===== src/rtl/seg_xlate_pkg.sv =====
package seg_xlate_pkg;
  // default descriptor layout loaded at reset
  function automatic logic [31:0] boot_base(int unsigned idx);
    case (idx)
      0: boot_base = 32'h4000;
      1: boot_base = 32'h4800;
      2: boot_base = 32'hF000;
      default: boot_base = 32'h0000;
    endcase
  endfunction

  function automatic logic [31:0] boot_limit(int unsigned idx);
    case (idx)
      0: boot_limit = 32'h0800;
      1: boot_limit = 32'h1400;
      2: boot_limit = 32'h1000;
      3: boot_limit = 32'h3000;
      default: boot_limit = 32'h0000;
    endcase
  endfunction
endpackage


===== src/rtl/seg_table.sv =====
module seg_table #(
  parameter int unsigned NSEG  = 4,
  parameter int unsigned IDX_W = 2,
  parameter int unsigned PA_W  = 16,
  parameter int unsigned LIM_W = 15
) (
  input  logic                       clk_i,
  input  logic                       rst_ni,
  input  logic                       we_i,
  input  logic [IDX_W-1:0]           idx_i,
  input  logic [PA_W-1:0]            base_i,
  input  logic [LIM_W-1:0]           limit_i,
  output logic [NSEG-1:0][PA_W-1:0]  base_o,
  output logic [NSEG-1:0][LIM_W-1:0] limit_o
);
  import seg_xlate_pkg::*;

  for (genvar g = 0; g < NSEG; g++) begin : g_ent
    logic [31:0] rb, rl;
    assign rb = boot_base(g);
    assign rl = boot_limit(g);
    always_ff @(posedge clk_i or negedge rst_ni) begin
      if (!rst_ni) begin
        base_o[g]  <= rb[PA_W-1:0];
        limit_o[g] <= rl[LIM_W-1:0];
      end else if (we_i && (idx_i == IDX_W'(g))) begin
        base_o[g]  <= base_i;
        limit_o[g] <= limit_i;
      end
    end
  end
endmodule


===== src/rtl/seg_check.sv =====
module seg_check #(
  parameter int unsigned OFF_W = 14,
  parameter int unsigned PA_W  = 16,
  parameter int unsigned LIM_W = 15
) (
  input  logic [PA_W-1:0]  base_i,
  input  logic [LIM_W-1:0] limit_i,
  input  logic [OFF_W-1:0] off_i,
  output logic             ok_o,
  output logic [PA_W-1:0]  pa_o
);
  // limit is exclusive: valid offsets are 0 .. limit-1
  assign ok_o = LIM_W'(off_i) < limit_i;
  assign pa_o = base_i + PA_W'(off_i);
endmodule


===== src/rtl/seg_xlate.sv =====
module seg_xlate #(
  parameter int unsigned VA_W  = 16,
  parameter int unsigned SEG_W = 2,
  localparam int unsigned NSEG  = 1 << SEG_W,
  localparam int unsigned OFF_W = VA_W - SEG_W,
  localparam int unsigned LIM_W = OFF_W + 1,
  localparam int unsigned PA_W  = VA_W
) (
  input  logic             clk_i,
  input  logic             rst_ni,
  input  logic             req_valid_i,
  input  logic [VA_W-1:0]  vaddr_i,
  input  logic             desc_we_i,
  input  logic [SEG_W-1:0] desc_idx_i,
  input  logic [PA_W-1:0]  desc_base_i,
  input  logic [LIM_W-1:0] desc_limit_i,
  output logic             valid_o,
  output logic             fault_o,
  output logic [PA_W-1:0]  paddr_o
);
  logic [NSEG-1:0][PA_W-1:0]  base_all;
  logic [NSEG-1:0][LIM_W-1:0] limit_all;
  logic [SEG_W-1:0] seg;
  logic [OFF_W-1:0] off;
  logic             ok;
  logic [PA_W-1:0]  pa;

  seg_table #(.NSEG(NSEG), .IDX_W(SEG_W), .PA_W(PA_W), .LIM_W(LIM_W)) u_table (
    .clk_i   (clk_i),
    .rst_ni  (rst_ni),
    .we_i    (desc_we_i),
    .idx_i   (desc_idx_i),
    .base_i  (desc_base_i),
    .limit_i (desc_limit_i),
    .base_o  (base_all),
    .limit_o (limit_all)
  );

  assign seg = vaddr_i[VA_W-1 -: SEG_W];
  assign off = vaddr_i[OFF_W-1:0];

  seg_check #(.OFF_W(OFF_W), .PA_W(PA_W), .LIM_W(LIM_W)) u_check (
    .base_i  (base_all[seg]),
    .limit_i (limit_all[seg]),
    .off_i   (off),
    .ok_o    (ok),
    .pa_o    (pa)
  );

  always_ff @(posedge clk_i or negedge rst_ni) begin
    if (!rst_ni) begin
      valid_o <= 1'b0;
      fault_o <= 1'b0;
      paddr_o <= '0;
    end else begin
      valid_o <= req_valid_i && ok;
      fault_o <= req_valid_i && !ok;
      paddr_o <= (req_valid_i && ok) ? pa : '0;
    end
  end
endmodule


===== config.mk =====
export PLATFORM = sky130hd
export DESIGN_NAME = seg_xlate
export DESIGN_NICKNAME = d
export VERILOG_FILES = /design/src/rtl/seg_xlate_pkg.sv /design/src/rtl/seg_table.sv /design/src/rtl/seg_check.sv /design/src/rtl/seg_xlate.sv
export SDC_FILE = /design/constraint.sdc
export NUM_CORES = 1
export LEC_CHECK = 0
export BUFFER_PORTS_ARGS = -buffer_cell sky130_fd_sc_hd__buf_2
export CAP_MARGIN = 10
export CORE_MARGIN = 5
export CORE_UTILIZATION = 30
export DETAILED_ROUTE_END_ITERATION = 16
export PLACE_DENSITY = 0.51
export SYNTH_ARGS = -nofsm -noshare
export SYNTH_HDL_FRONTEND = slang
export SYNTH_HIERARCHICAL = 1
export SYNTH_SLANG_ARGS = --single-unit

===== constraint.sdc =====
create_clock -name clk_i -period 4.45 [get_ports clk_i]
set_clock_uncertainty 0.05 [all_clocks]
set_input_delay 0.445 -clock clk_i [delete_from_list [all_inputs] [get_ports clk_i]]
set_output_delay 0.445 -clock clk_i [all_outputs]
set_load 0.005 [all_outputs]

* Word level (Yosys, flattened, before mapping)
Cells that the tools add are included.
Cells by class: equal/unequal tests 3, muxes and demuxes 5, add/subtract/negate cells 1, reductions and logical operators 8, $lt $le $gt $ge 2
Operators by type and width (count):
- binary-select mux 16 bit (select 2 bit) | 1
- two-way mux 16 bit | 2
- binary-select mux 15 bit (select 2 bit) | 1
- adder 16 x 14 -> 16 bit | 1
- less-than comparator 14 x 15 -> 1 bit | 1
- two-way mux 15 bit | 1
- logical AND 1 bit | 6
- equality test 2 bit, second input constant | 2
- less-than comparator 2 x 3 -> 1 bit, second input constant | 1
- equality test 2 x 1 -> 1 bit, second input constant | 1
- zero test 2 bit | 1
- zero test 1 bit | 1
Storage, ports and cells: input bits 53, output and inout bits 18, register bits 142, logic and storage cells 30

* Depth between registers and ports, before layout
word-level depth 5, depth in mapped cells 11, mapped depth without buffers 10

* Hierarchy
Netlist, hierarchy kept.
By module, submodules not included:
- seg_table | area each 4615.7 µm², seq. area each 3119.2 µm², instances 1, cells an instance 264
- seg_xlate | area each 1321.3 µm², seq. area each 450.4 µm², instances 1, cells an instance 75
- seg_check | area each 1021.0 µm², seq. area each 0.0 µm², instances 1, cells an instance 135

* Worst setup path before layout
OpenSTA, ideal clock, no wires.
kind input to register, start in vaddr_i[14], end reg paddr_o[12], arrival time 3.004 ns, path slack 1.276 ns, cell stages on the path 11, required time 4.280 ns, buffers on the path 1, library setup time 0.120 ns, path through buf_6 > mux4_2 > ha_1 > fa_1 > a211oi_1 > o21bai_1 > a21o_1 > nor3b_1 > o41a_1 > xor2_1 > and3_1
Between the ends: elaborated cells between the ends (all ways) 8, those cells by class add/sub (1); order compare (1); mux (5); reduce/logical (1)
RTL lines:
- start, declared | RTL line seg_xlate.sv:12 | input logic [VA_W-1:0] vaddr_i,
- binary-select mux 16 bit (select 2 bit) | RTL line seg_xlate.sv:43 | .base_i (base_all[seg]),
- two-way mux 16 bit (implied by the code) | RTL line seg_xlate.sv:43
- adder 16 x 14 -> 16 bit | RTL line seg_check.sv:14 | assign pa_o = base_i + PA_W'(off_i);
- net pa[12] | RTL line seg_xlate.sv:26 | logic [PA_W-1:0] pa;
- two-way mux 16 bit | RTL line seg_xlate.sv:58 | paddr_o <= (req_valid_i && ok) ? pa : '0;
- end signal, assigned | RTL line seg_xlate.sv:58
- end, declared | RTL line seg_xlate.sv:19 | output logic [PA_W-1:0] paddr_o
The timed path passes the listed nets, and every way through them passes these cells. The select of a mux whose other input is x is not followed. A chain may end at the register's enable or synchronous reset.

* Worst setup path in the final report
start in vaddr_i[14], end reg paddr_o[13]
Same word-level chain as after synthesis.

==> flow_summary.ini <==
[critical_path]
crit_required_ns = 4.71
crit_chain = buf_2 -> buf_12 -> mux4_2 -> ha_1 -> a21o_1 -> a41o_1 -> a211o_1 -> a31oi_4 -> nor3_1 -> a311o_1 -> and3_1
path_buf_inv = 2
rr_worst_depth = 10
critPathKind = input port to flip-flop
crit_slowest_cell = mux4_2
ff2ff_setup_slack_ns = 1.37
end_kind = flip-flop
rr_endpoint = paddr_o[12]
worstSetupStartpointType = input port
cp-startpoint = vaddr_i[14]
slowest_delay_ns = 0.52
arrival_ns = 3.43
crit_family = compound AO/OA/AOI/OAI gates
rr_startpoint = u_table/base_o[48]
crit_fanout = 16

[finish]
drive_gt1_share_pct = 48.9
fin_nets = 632
final_core_util_pct = 36.6
n_fill_cell = 2196
final_common_cell = dfrtp_1
syn2layout_area_growth_pct = 19.3
seq_area_um2 = 3570
multi_input_area_um2 = 3210
layout_common_cells = dfrtp_1 (129), mux2_2 (122), buf_2 (69)
fin_cells = 849
num_antenna_cells = 0

[sta]
fin_setup_tns_ns = 0
finalMaxSlewViolations = 0
fin_crit_sh_pct = 71.4
rsz0062_at_grt = no
slew_headroom_pct = 40.1
fin_ws_ns = 1.27
hold_viol_final = 0
setup_viol = 0
max_freq_ghz = 0.315
fin_crit_ns = 3.18
tightest_slew_ns = 0.898

[yosys]
synth_top_area_share_pct = 46.4
post-synth-top-area-cell = dfrtp_1
synth_cell_types = 49
ys_seq_area_share_pct = 51.3
synthCells = 474
ys_warn_count = 6
syn_nets = 555
async_flop_share_pct = 100
synth_area_leaders = dfrtp_1 (46%), mux2_2 (20%), mux4_2 (9.7%)
syn_area_um2 = 6960
avgSynthCellArea_um2 = 14.7
synth-edff-count = 0
synth_flop_cell = dfrtp_1
synth_seq_cells = 142

[floorplanning]
die-area_um2 = 26300
die_h_um = 162
start_util_pct = 30.6
core_um2 = 22700
die_x_um = 162
io-pin-count = 71
rows = 55

[global_routing]
met1_usage_pct = 16.0
grt_pass1_vias = 4687
grt_overflow = 0
use_met2_pct = 21.2
grt_first_pass_wirelength_um = 26000
busiest_layer = met2
antenna_found_initial = 3
grt_usage_pct = 12.7
grt_max_degree = 100
use_met3_pct = 3.48

[route]
drtIter0Drc = 194
drt-wirelength-per-cell_um = 19.1
vias_per_cell = 4.98
routed_wirelength_um = 16200
drt.antenna.violating_nets = 0
num_vias = 4228
drc_errors = 0
drtPass1Iterations = 4

[cts]
ctsResizeCount = 0
cts_hold_buf = 0
cts-htree-levels = 4
root_buffer = clkbuf_16
cts_setup_buffers = 0
insertion_delay_ns = 0.42
cts_tree = built
path_clk_slew_ns = 0.06
clock_path_buffers = 2
cts_made_buffers = 17
cts.sinks = 142

[run_status]
outcome = finished clean

[placement]
hpwl_um = 11300
dp.cells = 817
place_congestion = 0.844
port_buffers = 70
pre_cts_ws_ns = 0.832

[run]
maxCapViolations = 0

[pwr]
p_leak_nw = 3.71
powerDensity_nw_per_um2 = 511
vdd_drop_max_mv = 0.222

[worst_hold_path]
hp-class = input port to async pin
how the worst max path moves through the flow:
stage | slack (ns) | cells after the start | endpoint
6_report | 1.27 | 11 | paddr_o[13]
5_1_grt | 1.05 | 11 | paddr_o[7]
4_1_cts | 1.28 | 11 | paddr_o[8]
3_5_place_dp | 0.83 | 11 | paddr_o[8]
3_3_place_gp | 0.88 | 11 | paddr_o[15]
2_1_floorplan | 1.28 | 11 | paddr_o[12]
state kept, by name, indices dropped and copies added (netlist names):
| signal | cells |
|---|---|
| u_table/base_o | 64 |
| u_table/limit_o | 60 |
| paddr_o | 16 |
| fault_o | 1 |
| valid_o | 1 |
synthesized netlist by cell type (all sizes together), types with 8 or more instances:
cell type / n
mux4: 31
ha: 27
a21o: 11
nand3: 8
buf: 18
inv: 16
a21oi: 15
o21ai: 8
dfstp: 13
and3: 16
dfrtp: 129
mux2: 124
worst register-to-register path, stage by stage (launching register included):
cell and delay, ns:
dfrtp_1 0.38, mux4_2 0.48, ha_1 0.24, fa_1 0.43, a211oi_1 0.26, o21bai_1 0.11, a21o_1 0.25, nor3b_1 0.17
o41a_1 0.32, xor2_1 0.15, and3_1 0.15
power breakdown:
group	total, mW	switching, mW	internal (mW)
clock	1.61	0.530	1.08
sequential	1.68	0.111	1.57
combinational	0.950	0.440	0.510
per-stage QoR:
step / total power [mW] / cell area (um^2) / hold WS (ns)
after global placement: 2.62 / 7630 / 0.413
after CTS: 4.29 / 8300 / 0.113
after detailed placement: 2.66 / 7630 / 0.426
after floorplan: 2.35 / 6960 / 0.0994
final: 4.24 / 8300 / 0.0794
after global routing: 4.47 / 8300 / 0.148
layout make-up:
| cell class | instances | share of cell area [%] |
|---|---|---|
| repair buffers | 79 | 5.26 |
| multi-input cells | 295 | 38.6 |
| inverters | 16 | 0.723 |
| clock buffers | 22 | 5.59 |
| well taps | 285 | 4.29 |
| clock inverters | 10 | 2.53 |
| flip-flops and latches | 142 | 43.0 |
metal layers:
metal	wire [um]	share of wire (%)	up-vias
met2	8050	50	65
met3	728	4.5	24
met4	249	1.5	6
li1	-	-	1937
met5	47	0.29	-
met1	7160	44	2196
logic make-up (layout without fill, tap and decap cells):
logic type	Yosys count	in the layout	share of synthesized area [%]
AND/OR/NAND/NOR	50	50	4.23
adder cells (fa/ha/maj)	28	28	5.14
multiplexers	155	155	30.2
flip-flops	142	142	51.3
XOR/XNOR	11	11	1.38
buffers and inverters	37	127	2.72
AO/OA/AOI/OAI	51	51	5.07
Note: power is estimated with default switching activity, not from simulation.
